## src/rtl/glsel_pkg.sv

```systemverilog
package glsel_pkg;
    localparam int DEF_LANES  = 64;
    localparam int DEF_CLUSTER = 8;
    localparam int DEF_TGT_W  = 32;
    localparam int DEF_SIZE_W = 3;
endpackage

```

## src/rtl/glsel_occupancy.sv

```systemverilog
// Per-cluster occupancy: any active lane, and two or more active lanes.
module glsel_occupancy #(
    parameter int LANES   = glsel_pkg::DEF_LANES,
    parameter int CLUSTER = glsel_pkg::DEF_CLUSTER,
    localparam int NCL    = LANES / CLUSTER
) (
    input  logic [LANES-1:0] active,
    output logic [NCL-1:0]   nonempty,
    output logic [NCL-1:0]   multi
);
    for (genvar c = 0; c < NCL; c++) begin : g_cl
        logic [CLUSTER-1:0] slice;
        assign slice       = active[c*CLUSTER +: CLUSTER];
        assign nonempty[c] = |slice;
        assign multi[c]    = ($countones(slice) > 1);
    end
endmodule

```

## src/rtl/glsel_pick.sv

```systemverilog
// Lowest-index priority pick over the non-empty clusters.
module glsel_pick #(
    parameter int NCL   = 8,
    localparam int IDXW = (NCL > 1) ? $clog2(NCL) : 1
) (
    input  logic [NCL-1:0]  req,
    output logic            found,
    output logic [IDXW-1:0] idx,
    output logic [NCL-1:0]  onehot
);
    always_comb begin
        found  = 1'b0;
        idx    = '0;
        onehot = '0;
        for (int i = NCL - 1; i >= 0; i--) begin
            if (req[i]) begin
                found  = 1'b1;
                idx    = IDXW'(i);
                onehot = '0;
                onehot[i] = 1'b1;
            end
        end
    end
endmodule

```

## src/rtl/glsel_lane_strip.sv

```systemverilog
// Keeps every set bit of a cluster except the highest one.
module glsel_lane_strip #(
    parameter int CLUSTER = glsel_pkg::DEF_CLUSTER
) (
    input  logic [CLUSTER-1:0] lanes,
    output logic [CLUSTER-1:0] jump
);
    logic seen;
    always_comb begin
        jump = '0;
        seen = 1'b0;
        for (int i = CLUSTER - 1; i >= 0; i--) begin
            if (lanes[i]) begin
                jump[i] = seen;
                seen    = 1'b1;
            end
        end
    end
endmodule

```

## src/rtl/cluster_getlast_sel.sv

```systemverilog
module cluster_getlast_sel #(
    parameter int LANES   = glsel_pkg::DEF_LANES,
    parameter int CLUSTER = glsel_pkg::DEF_CLUSTER,
    parameter int TGT_W   = glsel_pkg::DEF_TGT_W,
    parameter int SIZE_W  = glsel_pkg::DEF_SIZE_W
) (
    input  logic              clk,
    input  logic              rst_n,
    input  logic              in_valid,
    input  logic [LANES-1:0]  active_mask,
    input  logic [SIZE_W-1:0] size_code,
    input  logic [TGT_W-1:0]  target,
    output logic              out_valid,
    output logic [LANES-1:0]  jump_mask,
    output logic              any_jump,
    output logic [TGT_W-1:0]  target_out
);
    localparam int NCL  = LANES / CLUSTER;
    localparam int IDXW = (NCL > 1) ? $clog2(NCL) : 1;

    typedef struct packed {
        logic             vld;
        logic [LANES-1:0] mask;
        logic             any;
        logic [TGT_W-1:0] tgt;
    } state_t;

    state_t st_d, st_q;

    // Cluster size is fixed at CLUSTER lanes; the code is deliberately unused.
    logic size_unused;
    assign size_unused = ^size_code;

    logic [NCL-1:0]     nonempty_d, multi_d, pick_oh_d;
    logic               found_d;
    logic [IDXW-1:0]    pick_idx_d;
    logic [CLUSTER-1:0] sel_lanes_d, sel_jump_d;
    logic [LANES-1:0]   cand_d;

    glsel_occupancy #(.LANES(LANES), .CLUSTER(CLUSTER)) u_occ (
        .active   (active_mask),
        .nonempty (nonempty_d),
        .multi    (multi_d)
    );

    glsel_pick #(.NCL(NCL)) u_pick (
        .req    (nonempty_d),
        .found  (found_d),
        .idx    (pick_idx_d),
        .onehot (pick_oh_d)
    );

    assign sel_lanes_d = active_mask[pick_idx_d*CLUSTER +: CLUSTER];

    glsel_lane_strip #(.CLUSTER(CLUSTER)) u_strip (
        .lanes (sel_lanes_d),
        .jump  (sel_jump_d)
    );

    for (genvar c = 0; c < NCL; c++) begin : g_place
        assign cand_d[c*CLUSTER +: CLUSTER] = pick_oh_d[c] ? sel_jump_d : '0;
    end

    always_comb begin
        st_d     = st_q;
        st_d.vld = in_valid;
        if (in_valid) begin
            st_d.mask = cand_d;
            st_d.any  = found_d & multi_d[pick_idx_d];
            st_d.tgt  = target;
        end
    end

    always_ff @(posedge clk) begin
        if (!rst_n) begin
            st_q <= '0;
        end else begin
            st_q <= st_d;
        end
    end

    assign out_valid  = st_q.vld;
    assign jump_mask  = st_q.mask;
    assign any_jump   = st_q.any;
    assign target_out = st_q.tgt;

    // ---------------- assertions ----------------
    logic [NCL-1:0] out_cl_hit;
    for (genvar c = 0; c < NCL; c++) begin : g_hit
        assign out_cl_hit[c] = |jump_mask[c*CLUSTER +: CLUSTER];
    end

    p_valid_lag_r2: assert property (@(posedge clk) disable iff (!rst_n)
        in_valid |=> out_valid);
    p_valid_quiet_r2: assert property (@(posedge clk) disable iff (!rst_n)
        !in_valid |=> !out_valid);
    p_single_cluster_r3: assert property (@(posedge clk) disable iff (!rst_n)
        $onehot0(out_cl_hit));
    p_active_only_r5: assert property (@(posedge clk) disable iff (!rst_n)
        in_valid |=> ((jump_mask & ~$past(active_mask)) == '0));
    p_empty_r7: assert property (@(posedge clk) disable iff (!rst_n)
        (in_valid && active_mask == '0) |=> (!any_jump && jump_mask == '0));
    p_flag_match_r9: assert property (@(posedge clk) disable iff (!rst_n)
        out_valid |-> (any_jump == (jump_mask != '0)));
    p_hold_r11: assert property (@(posedge clk) disable iff (!rst_n)
        !in_valid |=> ($stable(jump_mask) && $stable(any_jump) && $stable(target_out)));
endmodule

```

## config.mk

```make
export PLATFORM = sky130hd
export DESIGN_NAME = cluster_getlast_sel
export DESIGN_NICKNAME = d
export VERILOG_FILES = /design/src/rtl/glsel_pkg.sv /design/src/rtl/glsel_occupancy.sv /design/src/rtl/glsel_pick.sv /design/src/rtl/glsel_lane_strip.sv /design/src/rtl/cluster_getlast_sel.sv
export SDC_FILE = /design/constraint.sdc
export NUM_CORES = 1
export LEC_CHECK = 0
export BUFFER_PORTS_ARGS = -buffer_cell sky130_fd_sc_hd__buf_2
export CAP_MARGIN = 10
export CORE_MARGIN = 2
export CORE_UTILIZATION = 48
export DETAILED_ROUTE_END_ITERATION = 16
export PLACE_DENSITY = 0.84
export SLEW_MARGIN = 10
export SYNTH_ARGS = -nofsm -noshare
export SYNTH_HDL_FRONTEND = slang
export SYNTH_SLANG_ARGS = --single-unit
```

## constraint.sdc

```tcl
create_clock -name clk -period 3.2 [get_ports clk]
set_clock_uncertainty 0.2 [all_clocks]
set_input_delay 0.32 -clock clk [delete_from_list [all_inputs] [get_ports clk]]
set_output_delay 0.32 -clock clk [all_outputs]
set_load 0.02 [all_outputs]
```

==> results of run 1 <==
[power by group through the flow]
| stage | Combinational (mW) | Clock [mW] | Sequential (mW) |
|---|---|---|---|
| after floorplan | 0.453 | 0 | 1.23 |
| after global placement | 0.768 | 0 | 1.19 |
| after detailed placement | 0.816 | 0 | 1.19 |
| after CTS | 0.819 | 1.00 | 1.17 |
| after global routing | 0.940 | 1.05 | 1.17 |
| final | 0.834 | 0.992 | 1.17 |
[cells by family (layout without fill, tap and decap cells)]
family	after synthesis	after routing	synth area share [%]
other	1	8	0.0564
AOI/OAI and AO/OA	123	123	15.3
adders and majority gates	112	112	24.7
buffers and inverters	168	455	10.3
DFF	90	90	27.1
muxes	39	39	6.81
and+or+nand+nor	181	181	15.8
[final cells by class]
type                    instances  area (µm²)
well taps                     180         225
clock inverters                 5        37.5
clock buffers                  11         243
multi-input cells             463        4210
flip-flops and latches         90        1800
inverters                     132         495
repair buffers                307        1850
fillers                      1123        4860
[worst max-delay path: cells and delay by family]
family | cells | cell delay [ns]
compound gates | 3 | 0.65
simple gates | 2 | 0.12
fa+ha+maj | 5 | 1.88
buf+inv | 2 | 0.15
[cell usage after synthesis, types with 4 or more instances]
cell type                  count  area [µm²]
sky130_fd_sc_hd__o221ai_1      4        35.0
sky130_fd_sc_hd__or3_1        16         100
sky130_fd_sc_hd__and4_1        6        52.6
sky130_fd_sc_hd__a21oi_1      37         185
sky130_fd_sc_hd__nor2_1       52         195
sky130_fd_sc_hd__nand4_1       5        31.3
sky130_fd_sc_hd__nand4b_1      4        35.0
sky130_fd_sc_hd__buf_4         8        60.1
sky130_fd_sc_hd__a32o_1       24         240
sky130_fd_sc_hd__a211o_1      10        87.6
sky130_fd_sc_hd__nand3_1       6        30.0
sky130_fd_sc_hd__clkbuf_1     18        67.6
sky130_fd_sc_hd__o21ai_2       4        35.0
sky130_fd_sc_hd__nor2b_1      24         150
sky130_fd_sc_hd__buf_2         5        25.0
sky130_fd_sc_hd__o21ai_0       5        25.0
sky130_fd_sc_hd__nand4_2       4        50.1
sky130_fd_sc_hd__nor4_1        4        25.0
sky130_fd_sc_hd__mux4_2        4        90.1
sky130_fd_sc_hd__a31oi_1       4        25.0
sky130_fd_sc_hd__nand2_1      36         135
sky130_fd_sc_hd__dfxtp_1      90        1800
sky130_fd_sc_hd__fa_1         32         641
sky130_fd_sc_hd__ha_1         80        1000
sky130_fd_sc_hd__inv_1       131         492
sky130_fd_sc_hd__mux2i_1      34         340
sky130_fd_sc_hd__nor3_1        6        30.0
[metal layers]
metal / wire (µm) / share of wire [%]
met1: 7980 / 42
met2: 9610 / 50
met3: 1030 / 5.4
met4: 535 / 2.8
met5: 0 / 0
[metrics by stage]
stage / hold slack (ns) / total power, mW / instances / setup TNS (ns) / worst slack (ns)
final: 0.0190 / 2.99 / 1188 / 0 / 0.0964
after global placement: 0.242 / 1.96 / 1172 / -1.05 / -0.311
after floorplan: 0.267 / 1.68 / 721 / 0 / 0.0129
after global routing: 0.0165 / 3.17 / 1188 / 0 / 0.0118
after detailed placement: 0.252 / 2.01 / 1172 / -2.05 / -0.342
after CTS: 0.0127 / 2.99 / 1188 / 0 / 0.0215
[registers in the layout (all words and copies together), names as in the netlist]
name / cells
jump_mask: 56
target_out: 32
out_valid: 1
any_jump: 1
[path summary, 6_finish.rpt]
path	from	end	slack (ns)	cells after the start
worst max register to register	jump_mask[16]	jump_mask[16]	2.20	2
worst max-delay path	active_mask[22]	any_jump	0.1	12
worst min register to register	jump_mask[37]	jump_mask[37]	0.26	2
worst min-delay path	target[11]	target_out[11]	0.02	3
==> summary by stage, run 1 <==
Status
The flow ran to the end, and the final reports show no timing, DRC or antenna violations.

Power
The sequential fraction of design power is 39.0%. The internal power is 2.07 mW. The part of the total power dissipated in combinational logic is 27.9%.

In this run, the clock network consumes 33.1% of the power. Dividing total power by cell area gives a power density of 338 mW/mm². Summed over all cells, the static leakage comes to 4.64 nW. The analysis attributes to net switching a power of 925 µW. The share of total power consumed by net switching is 30.9%.

IR analysis of the VDD net gives a maximum drop of 242 µV.

Detailed routing
In the final routed layout, each cell accounts on average for 16.1 µm. After detailed routing, the number of remaining DRC violations is 0. In this run the remaining antenna-violating nets after routing total 0. After detailed routing, the total wire length is 19.2 mm. The final route contains 6201 vias.

The pre-antenna-repair detailed-routing pass consisted of 5 iterations. Dividing the detail-routed via count by the number of cells gives 5.22. In this run, the number of DRC markers left after iteration 0 of detailed routing was 489.

Logic synthesis
The synthesized instance count is 714. The fraction of synthesis flops using an asynchronous set or reset pin is 0%. Each instance of the synthesized netlist takes up on average 9.31 µm². The post-synthesis instance area is 0.00665 mm².

The post-synthesis sequential element count is 90. Among all flip-flop cells after synthesis, the most frequent one is sky130_fd_sc_hd__dfxtp_1. The number of enable flip-flop cells after synthesis is 0. For this run, the number of Yosys warnings is 0. The synthesized netlist contains 65 unique library cells. The proportion of synthesized chip area in sequential cells is 27.1%.

Global route
The first global-routing pass estimated 30.3 mm of wire. For this run the aggregate overflow at the end of global routing stands at 0. The via count of the first global-routing pass was 6192. Across every metal layer, demand over resource in global routing totals 26.0%. met2 is the most crowded layer. For met2 alone, demand over resource in global routing was 45.6%.

Global routing consumed, on the met1 layer, 32.3% of the routing resources. The initial antenna violation count is 0. Entering global routing, the biggest net connects 50 pins.

Global routing consumed, on the met3 layer, 4.78% of the routing resources.

STA
For the pin with the worst max-slew slack, the measured transition is 0.522 ns. The worst path uses 97.0% of the clock period. Setup violations remaining at the end of the flow were counted as 0. The relative slew slack is 65.2%. The number of hold violations in the final report is 0. The worst path needs 3.10 ns of the cycle, external delays included. For this run, the top clock speed supported by timing is 322 MHz.

The max-slew violation total from the final report is 0. Setup repair after global routing left no endpoint under its margin.

Placement
The last weighted congestion value of the routability-driven placer is 0.983. Summed over all nets, the half-perimeter wirelength after detailed placement is 15.6 mm. The placed instances occupy a cell area of 0.00856 mm². Buffers placed on the I/O ports in this run total 188.

Setup path
The library cell contributing the largest single delay on the critical path is sky130_fd_sc_hd__fa_1. The critical path required time is 3.21 ns. The most numerous cell on the critical path is sky130_fd_sc_hd__fa_1.

The critical setup path kind is primary input to flip-flop. The critical path arrival is 3.12 ns. STA classifies the critical path endpoint as a flip-flop. The type of origin of the critical path is a primary input. The maximum net fanout on the critical path is 2.

On the worst path, the slowest cell contributes a delay of 0.55 ns. Walking the worst path, the cells encountered are buf_2 > ha_1 > fa_1 > fa_1 > ha_1 > inv_1 > fa_1 > nand2_1 > o311ai_2 > a21oi_1 > a211oi_2 > nor3_1.

Clocking
The clock tree buffer depth is 2. The total setup buffers inserted after CTS is 0. The clock slew seen by the registers of the worst setup and hold paths is 0.06 ns. The clock insertion delay at the later pin of the skew report is 0.34 ns. The cell sitting at the root of the clock tree is a sky130_fd_sc_hd__clkbuf_16. The total of hold buffers inserted after clock tree synthesis is 0. The CTS tree is built. The number of H-tree levels is 3. The TritonCTS sink count is 90. The TritonCTS buffer count is 9. The post-cts sizing count is 0.

Floorplanning
The overall die height is 122 µm. In this run the core area contains 43 standard-cell rows. In this run the horizontal extent of the chip is 122 µm. The I/O pin total is 200.

The floorplan step defined a die boundary enclosing 0.0148 mm². The starting utilization of the core area is 48.5%. The standard cell core area is 0.0137 mm².

Final layout
The number of antenna cells inserted is 0. The net count of the finished layout is 1217. The final design instance area without fill is 0.00886 mm². Of the cells placed in the final design, the portion with a size suffix greater than 1 is 35.9%. The share of the core filled with cells in the final layout is 64.6%.

The signed area change from the synthesized netlist to the final layout is 33.3%. Leaving out fill and tap cells, the most frequent cell in the layout is sky130_fd_sc_hd__buf_2. In the layout the commonest cells are 188 x sky130_fd_sc_hd__buf_2, 130 x sky130_fd_sc_hd__inv_1, 118 x sky130_fd_sc_hd__buf_4.

Job
The max-capacitance violation count is 0.

Min path
The worst min-delay path category is primary input to flip-flop.
Note: power is estimated with default switching activity, not from simulation.
==> inputs of run 2 (changes only) <==
--- a/config.mk
+++ b/config.mk
@@ -7,10 +7,13 @@
 export LEC_CHECK = 0
 export BUFFER_PORTS_ARGS = -buffer_cell sky130_fd_sc_hd__buf_2
 export CAP_MARGIN = 10
+export CELL_PAD_IN_SITES_DETAIL_PLACEMENT = 1
+export CELL_PAD_IN_SITES_GLOBAL_PLACEMENT = 2
 export CORE_MARGIN = 2
-export CORE_UTILIZATION = 48
+export CORE_UTILIZATION = 28
 export DETAILED_ROUTE_END_ITERATION = 16
-export PLACE_DENSITY = 0.84
+export HOLD_SLACK_MARGIN = 0.06
+export PLACE_DENSITY = 0.83
 export SLEW_MARGIN = 10
 export SYNTH_ARGS = -nofsm -noshare
 export SYNTH_HDL_FRONTEND = slang
==> run 2 against run 1 <==
Clock power increased by 32%. Highest routed layer unchanged. Utilization decreased by 23 points. Critical path type unchanged. Critical path depth increased by 3. Cell count increased by 16%. Total power increased by 14%. Count of clock-buffer cells in the layout decreased by 2. Via count increased by 2.7%.
==> summary by stage, run 2 (synthesized netlist as in run 1, its figures left out) <==
STA
The worst pin sits at a relative slew slack of 42.6%. The slew of the pin with the lowest slew margin is 0.862 ns. The worst path uses 97.5% of the clock period. The number of hold violations in the final report was 0. The final period demand of the worst path is 3.12 ns.

For this run, the top clock speed supported by timing is 321 MHz. The max-slew violation total from the final report is 0. Setup violations remaining at the end of the flow were counted as 0.

Placement
The placed instances occupy a cell area of 0.00889 mm². The HPWL after detailed placement is 18.7 mm. The count of input and output buffers is 188. The last weighted congestion value of the routability-driven placer is 0.852.

Final layout
Of the cells placed in the final design, the portion with a size suffix greater than 1 is 36.2%. The most frequent standard cell in the layout excluding fill and tap cells is sky130_fd_sc_hd__buf_2. The register with the most flip-flops in the layout has 56 of them. The number of nets in the final layout is 1265. Relative to the synthesized area, the layout overhead comes to 44.6%.

The final design instance area without fill is 0.00961 mm². In the layout the commonest cells are 188 x sky130_fd_sc_hd__buf_2, 131 x sky130_fd_sc_hd__buf_4, 129 x sky130_fd_sc_hd__inv_1.

Min path
The worst min-delay path category is primary input to flip-flop. The number of cells traversed by the worst hold path is 3.

Job
Max-cap violations in this run came to 0.

Clocking
The clock slew seen by the registers of the worst setup and hold paths is 0.07 ns. The TritonCTS buffer count is 9. In this run the number of H-tree levels came out at 3. The tree is rooted in a sky130_fd_sc_hd__clkbuf_16.

Clock tree synthesis found a total of 90 sinks. No sink is reached through more buffers than the 2 on the longest clock path. TritonCTS built the clock tree. For the worst-skew pair, the clock arrives at the later sink with an insertion delay of 0.33 ns.

Detailed routing
The routed layout has 6369 vias. Wires add up to 23.6 mm. The detailed-router iteration count before antenna repair is 5. The via-per-instance ratio is 4.63.

Dividing the detail-routed wire length by the instance count gives 17.2 µm. The detailed router finished its first iteration with 274 violations. For this run, design rule violations remaining after detail routing come to 0. In this run the remaining antenna-violating nets after routing total 0.

Floorplanning
The area enclosed by the die boundary is 0.0250 mm². The I/O pin total is 200. The floorplan step set the die width to 158 µm. The row count is 56. The starting utilization of the core area is 28.4%. The overall die height is 158 µm. The core region is 0.0234 mm².

Global route
Global routing used 18.5% of the available tracks across all layers. The via count of the first global-routing pass is 6654. The initial antenna violation count was 1. Entering global routing, the biggest net connects 60 pins. The first global-routing pass estimated 35.7 mm of wire.

Summed over all layers, the global routing overflow is 0.

Power
The share of total power consumed by net switching is 29.1%. In this run, the combinational gates consume 27.1% of the power. For this design the ratio of total power to cell area is 354 mW/mm².

Summed over all cells, the static leakage comes to 4.92 nW. The sequential fraction of design power is 34.4%. The completed layout was analyzed and its total power is 3.40 mW. In this run the power spent charging and discharging nets is 990 µW. IR analysis of the VDD net gives a maximum drop of 242 µV. The part of the total power dissipated in the clock network is 38.5%.

Internal power comes to 2.41 mW.

Setup path
The worst setup path is launched from a primary input. The endpoint type of the worst setup path is a flip-flop. The worst register-to-register path has a setup slack of 2.20 ns.

The critical path required time is 3.26 ns. The maximum net fanout on the critical path is 3. For the worst setup path, the data arrival time is 3.18 ns. The worst setup path is of the primary input to flip-flop kind. Measured in cells, the most critical reg-to-reg path has a length of 2.

Status
The flow ran to the end, and the final reports show no timing, DRC or antenna violations.
[run 2: final timing paths]
check,end,start
max,any_jump,active_mask[14]
max reg2reg,jump_mask[2],jump_mask[2]
min reg2reg,jump_mask[20],jump_mask[20]
min,out_valid,in_valid
[run 2: metrics by stage]
| step | hold WS [ns] | instances | setup slack, ns | setup TNS (ns) | utilization, % |
|---|---|---|---|---|---|
| 3_5_place_dp | 0.253 | 1327 | -0.390 | -5.78 | 38.0 |
| 6_report | 0.146 | 1375 | 0.0812 | 0 | 41.1 |
| 4_1_cts | 0.135 | 1374 | 0.000811 | 0 | 40.9 |
| 2_1_floorplan | 0.267 | 721 | 0.0129 | 0 | - |
| 3_3_place_gp | 0.250 | 1327 | -0.328 | -3.27 | 38.0 |
| 5_1_grt | 0.157 | 1375 | -0.0486 | -0.0486 | 41.1 |
[run 2: cell type report]
cell class	instances	area, µm²
Antenna cell	1	2.50
Sequential cell	90	1800
Timing Repair Buffer	355	2320
Tap cell	319	399
Inverter	132	495
Clock buffer	9	225
Clock inverter	6	139
Multi-Input combinational cell	463	4230
Fill cell	2863	13800
[run 2: layer usage]
layer | part of all wire [%] | track usage [%] | wire (µm) | up-vias
li1 | - | - | - | 3075
met3 | 3.8 | 2.00 | 889 | 28
met2 | 50 | 32.4 | 11800 | 160
met4 | 2.1 | 5.62 | 484 | 0
met5 | 0 | 0 | 0 | -
met1 | 44 | 23.8 | 10400 | 3106
[run 2: power groups by stage]
stage	clock, mW	sequential, mW	combinational [mW]
2_1_floorplan	0	1.23	0.453
4_1_cts	1.33	1.17	0.887
3_3_place_gp	0	1.19	0.813
3_5_place_dp	0	1.19	0.852
5_1_grt	1.36	1.17	1.04
6_report	1.31	1.17	0.923
[run 2: what timing repair did]
item,4_1_cts,5_1_grt
buffers inserted,0,0
hold buffers,32,0
setup endpoints to repair,0,1
endpoints found under the hold margin,32,0
resized for setup,0,11
[run 2: critical path, cell delays in order]
cell and delay, ns:
sky130_fd_sc_hd__buf_2 0.11, sky130_fd_sc_hd__inv_1 0.06, sky130_fd_sc_hd__ha_1 0.28, sky130_fd_sc_hd__inv_1 0.06
sky130_fd_sc_hd__fa_1 0.41, sky130_fd_sc_hd__inv_1 0.09, sky130_fd_sc_hd__fa_1 0.42, sky130_fd_sc_hd__ha_1 0.21
sky130_fd_sc_hd__inv_1 0.07, sky130_fd_sc_hd__fa_1 0.41, sky130_fd_sc_hd__nand4b_1 0.15, sky130_fd_sc_hd__o311ai_1 0.14
sky130_fd_sc_hd__a21oi_2 0.22, sky130_fd_sc_hd__a211oi_2 0.05, sky130_fd_sc_hd__nor3_1 0.17
==> inputs of run 3 (changes only) <==
--- a/config.mk
+++ b/config.mk
@@ -10,10 +10,11 @@
 export CELL_PAD_IN_SITES_DETAIL_PLACEMENT = 1
 export CELL_PAD_IN_SITES_GLOBAL_PLACEMENT = 2
 export CORE_MARGIN = 2
-export CORE_UTILIZATION = 28
+export CORE_UTILIZATION = 29
+export CTS_BUF_LIST = sky130_fd_sc_hd__clkbuf_4
 export DETAILED_ROUTE_END_ITERATION = 16
 export HOLD_SLACK_MARGIN = 0.06
-export PLACE_DENSITY = 0.83
+export PLACE_DENSITY = 0.86
 export SLEW_MARGIN = 10
 export SYNTH_ARGS = -nofsm -noshare
 export SYNTH_HDL_FRONTEND = slang
==> run 3 against run 2 <==
Cell area decreased by 3.3%. Non-clock buffer count decreased by 3. Sequential cell count unchanged. Critical path depth decreased by 3. Critical path type unchanged. Sequential power about the same. Hold slack improved by 0.089 ns.
==> summary by stage, run 3 (synthesized netlist as in run 1, its figures left out) <==
Final layout
Leaving out fill and tap cells, the most frequent cell in the layout is sky130_fd_sc_hd__buf_2. The filler cell count in the final layout is 2733. Relative to the synthesized area, the layout overhead comes to 39.8%.

After the last flow step, the layout net total stands at 1262. The fraction of layout cells with a size suffix above 1 is 35.3%. The final design instance area without fill is 0.00929 mm². Leaving out fill and tap cells, the most frequent cells in the layout are 188 x sky130_fd_sc_hd__buf_2, 130 x sky130_fd_sc_hd__inv_1, 129 x sky130_fd_sc_hd__buf_4. At the end of the flow the core is filled with cells to 41.2%.

The multi-input combinational cells in the finished layout cover a total of 0.00420 mm². The storage element area is 0.00180 mm². The register with the most flip-flops in the layout has 56 of them.

Floorplanning
The row count is 55. The core region is 0.0226 mm². 200 I/O pins were placed.

Once the floorplan was initialized, standard cells occupied 29.5% of the core. The overall die height is 155 µm. The area enclosed by the die boundary is 0.0241 mm². The die width is 155 µm.

Min path
The worst min-delay path category is primary input to flip-flop. Counting instances, the worst hold path has a depth of 4.

Clocking
The CTS tree is built. The number of H-tree levels is 3. No sink is reached through more buffers than the 2 on the longest clock path. The total setup buffers inserted after CTS is 0. The TritonCTS sink count is 90. Clock tree synthesis inserted a total of 9 buffers. The clock insertion delay at the later pin of the skew report is 0.49 ns.

The clock slew seen by the registers of the worst setup and hold paths is 0.18 ns. The clock tree root driver cell is sky130_fd_sc_hd__clkbuf_4.

Power
Cell internal power was estimated by the tool at 1.87 mW. Net switching is 32.9% of the power. In this run the power density over the cells is 301 mW/mm². The part of the total power dissipated in the clock network is 26.6%. The net load switching power is 920 µW. The part of the total power dissipated in combinational logic is 31.5%.

The peak supply drop is 160 µV. Summed over all cells, the static leakage comes to 4.79 nW. The sequential fraction of design power is 41.9%.

Setup path
The type of origin of the critical path is a primary input. The critical path in this run is classified as primary input to flip-flop. The maximum net fanout on the critical path is 2. The endpoint type of the worst setup path is a flip-flop. The path depth of the worst reg2reg path is 2.

The critical path required time is 3.38 ns. The critical path arrival is 3.14 ns.

Detailed routing
In the routed design, unresolved DRC markers number 0. The count of nets left with antenna violations after detail routing is 0. The via count is 6408. The final wirelength is 23.1 mm. The detailed-router iteration count before antenna repair is 4. For this block, the initial DRC count from the detailed router was 232.

The average wire per cell in the routed design is 17.2 µm. The via-per-instance ratio is 4.78.

STA
The highest achievable clock rate is 339 MHz. Setup violations remaining at the end of the flow were counted as 0. The relative slew slack is 55.6%. The part of the cycle the worst path needs is 92.3%. The number of hold violations in the final report is 0. The slew of the pin with the lowest slew margin is 0.665 ns. Setup repair after global routing left no endpoint under its margin. The worst-case hold slack is 0.235 ns. The clock period could shrink to 2.95 ns. The max-slew violation total from the final report is 0.

Global route
The first global-routing pass estimated 36.0 mm of wire. Summed over all layers, the global routing overflow is 0. The initial antenna violation count is 2. Entering global routing, the biggest net connects 39 pins.

The via count of the first global-routing pass came to 6766. Global routing used 18.9% of the available tracks.

Placement
Summing all placed instances gives a cell area of 0.00877 mm². At the end of routability-driven placement, the weighted congestion stood at 0.861. In this run the tool buffered the top-level ports with 188 buffer cells. The HPWL after detailed placement is 18.6 mm.

Status
The flow ran to the end, and the final reports show no timing, DRC or antenna violations.

Job
The max-capacitance violation count is 0.
-- run 3: what timing repair did --
action / 4_1_cts / 5_1_grt
hold buffers: 34 / 0
endpoints found under the hold margin: 47 / 0
resized for setup: 0 / 1
setup endpoints to repair: 0 / 1
-- run 3: path summary, 6_finish.rpt --
check	startpoint	endpoint	slack, ns
worst min-delay path	active_mask[0]	jump_mask[0]	0.23
worst min register to register	jump_mask[20]	jump_mask[20]	0.27
worst max register to register	jump_mask[26]	jump_mask[26]	2.20
worst max-delay path	active_mask[30]	any_jump	0.25
-- run 3: stage by stage --
step / worst slack (ns) / std cells / setup TNS [ns] / power (mW)
after detailed placement: -0.385 / 1288 / -1.68 / 2.04
after CTS: 0.184 / 1338 / 0 / 2.83
after global placement: -0.367 / 1288 / -0.540 / 2.00
final: 0.247 / 1340 / 0 / 2.79
after global routing: 0.0653 / 1340 / 0 / 2.99
after floorplan: 0.0129 / 721 / 0 / 1.68
-- run 3: power by group through the flow --
stage	Clock [mW]	Combinational, mW	Sequential, mW
finish	0.743	0.881	1.17
global route	0.824	0.996	1.17
CTS	0.772	0.885	1.17
detailed placement	0	0.849	1.19
global placement	0	0.805	1.19
floorplan	0	0.453	1.23
-- run 3: critical path, cell delays in order --
cell	delay (ns)
sky130_fd_sc_hd__buf_2	0.11
sky130_fd_sc_hd__ha_1	0.22
sky130_fd_sc_hd__fa_1	0.52
sky130_fd_sc_hd__fa_1	0.56
sky130_fd_sc_hd__ha_1	0.14
sky130_fd_sc_hd__inv_1	0.05
sky130_fd_sc_hd__fa_1	0.47
sky130_fd_sc_hd__nand2_1	0.06
sky130_fd_sc_hd__o311ai_0	0.28
sky130_fd_sc_hd__a21oi_1	0.13
sky130_fd_sc_hd__a211oi_1	0.22
sky130_fd_sc_hd__nor3_1	0.06
-- run 3: layout make-up --
class	count	share of cell area [%]
Clock inverter	7	1.06
Inverter	132	5.33
Timing Repair Buffer	352	24.4
Sequential cell	90	19.4
Tap cell	285	3.84
Multi-Input combinational cell	463	45.2
Antenna cell	2	0.0539
Clock buffer	9	0.727
-- run 3: layer usage --
layer  share of wire (%)  track usage [%]  wire, µm
met1                  44             24.0     10100
met2                  50             33.3     11600
met3                 3.7             2.51       844
met4                 2.6             5.90       592
met5                   0                0         0
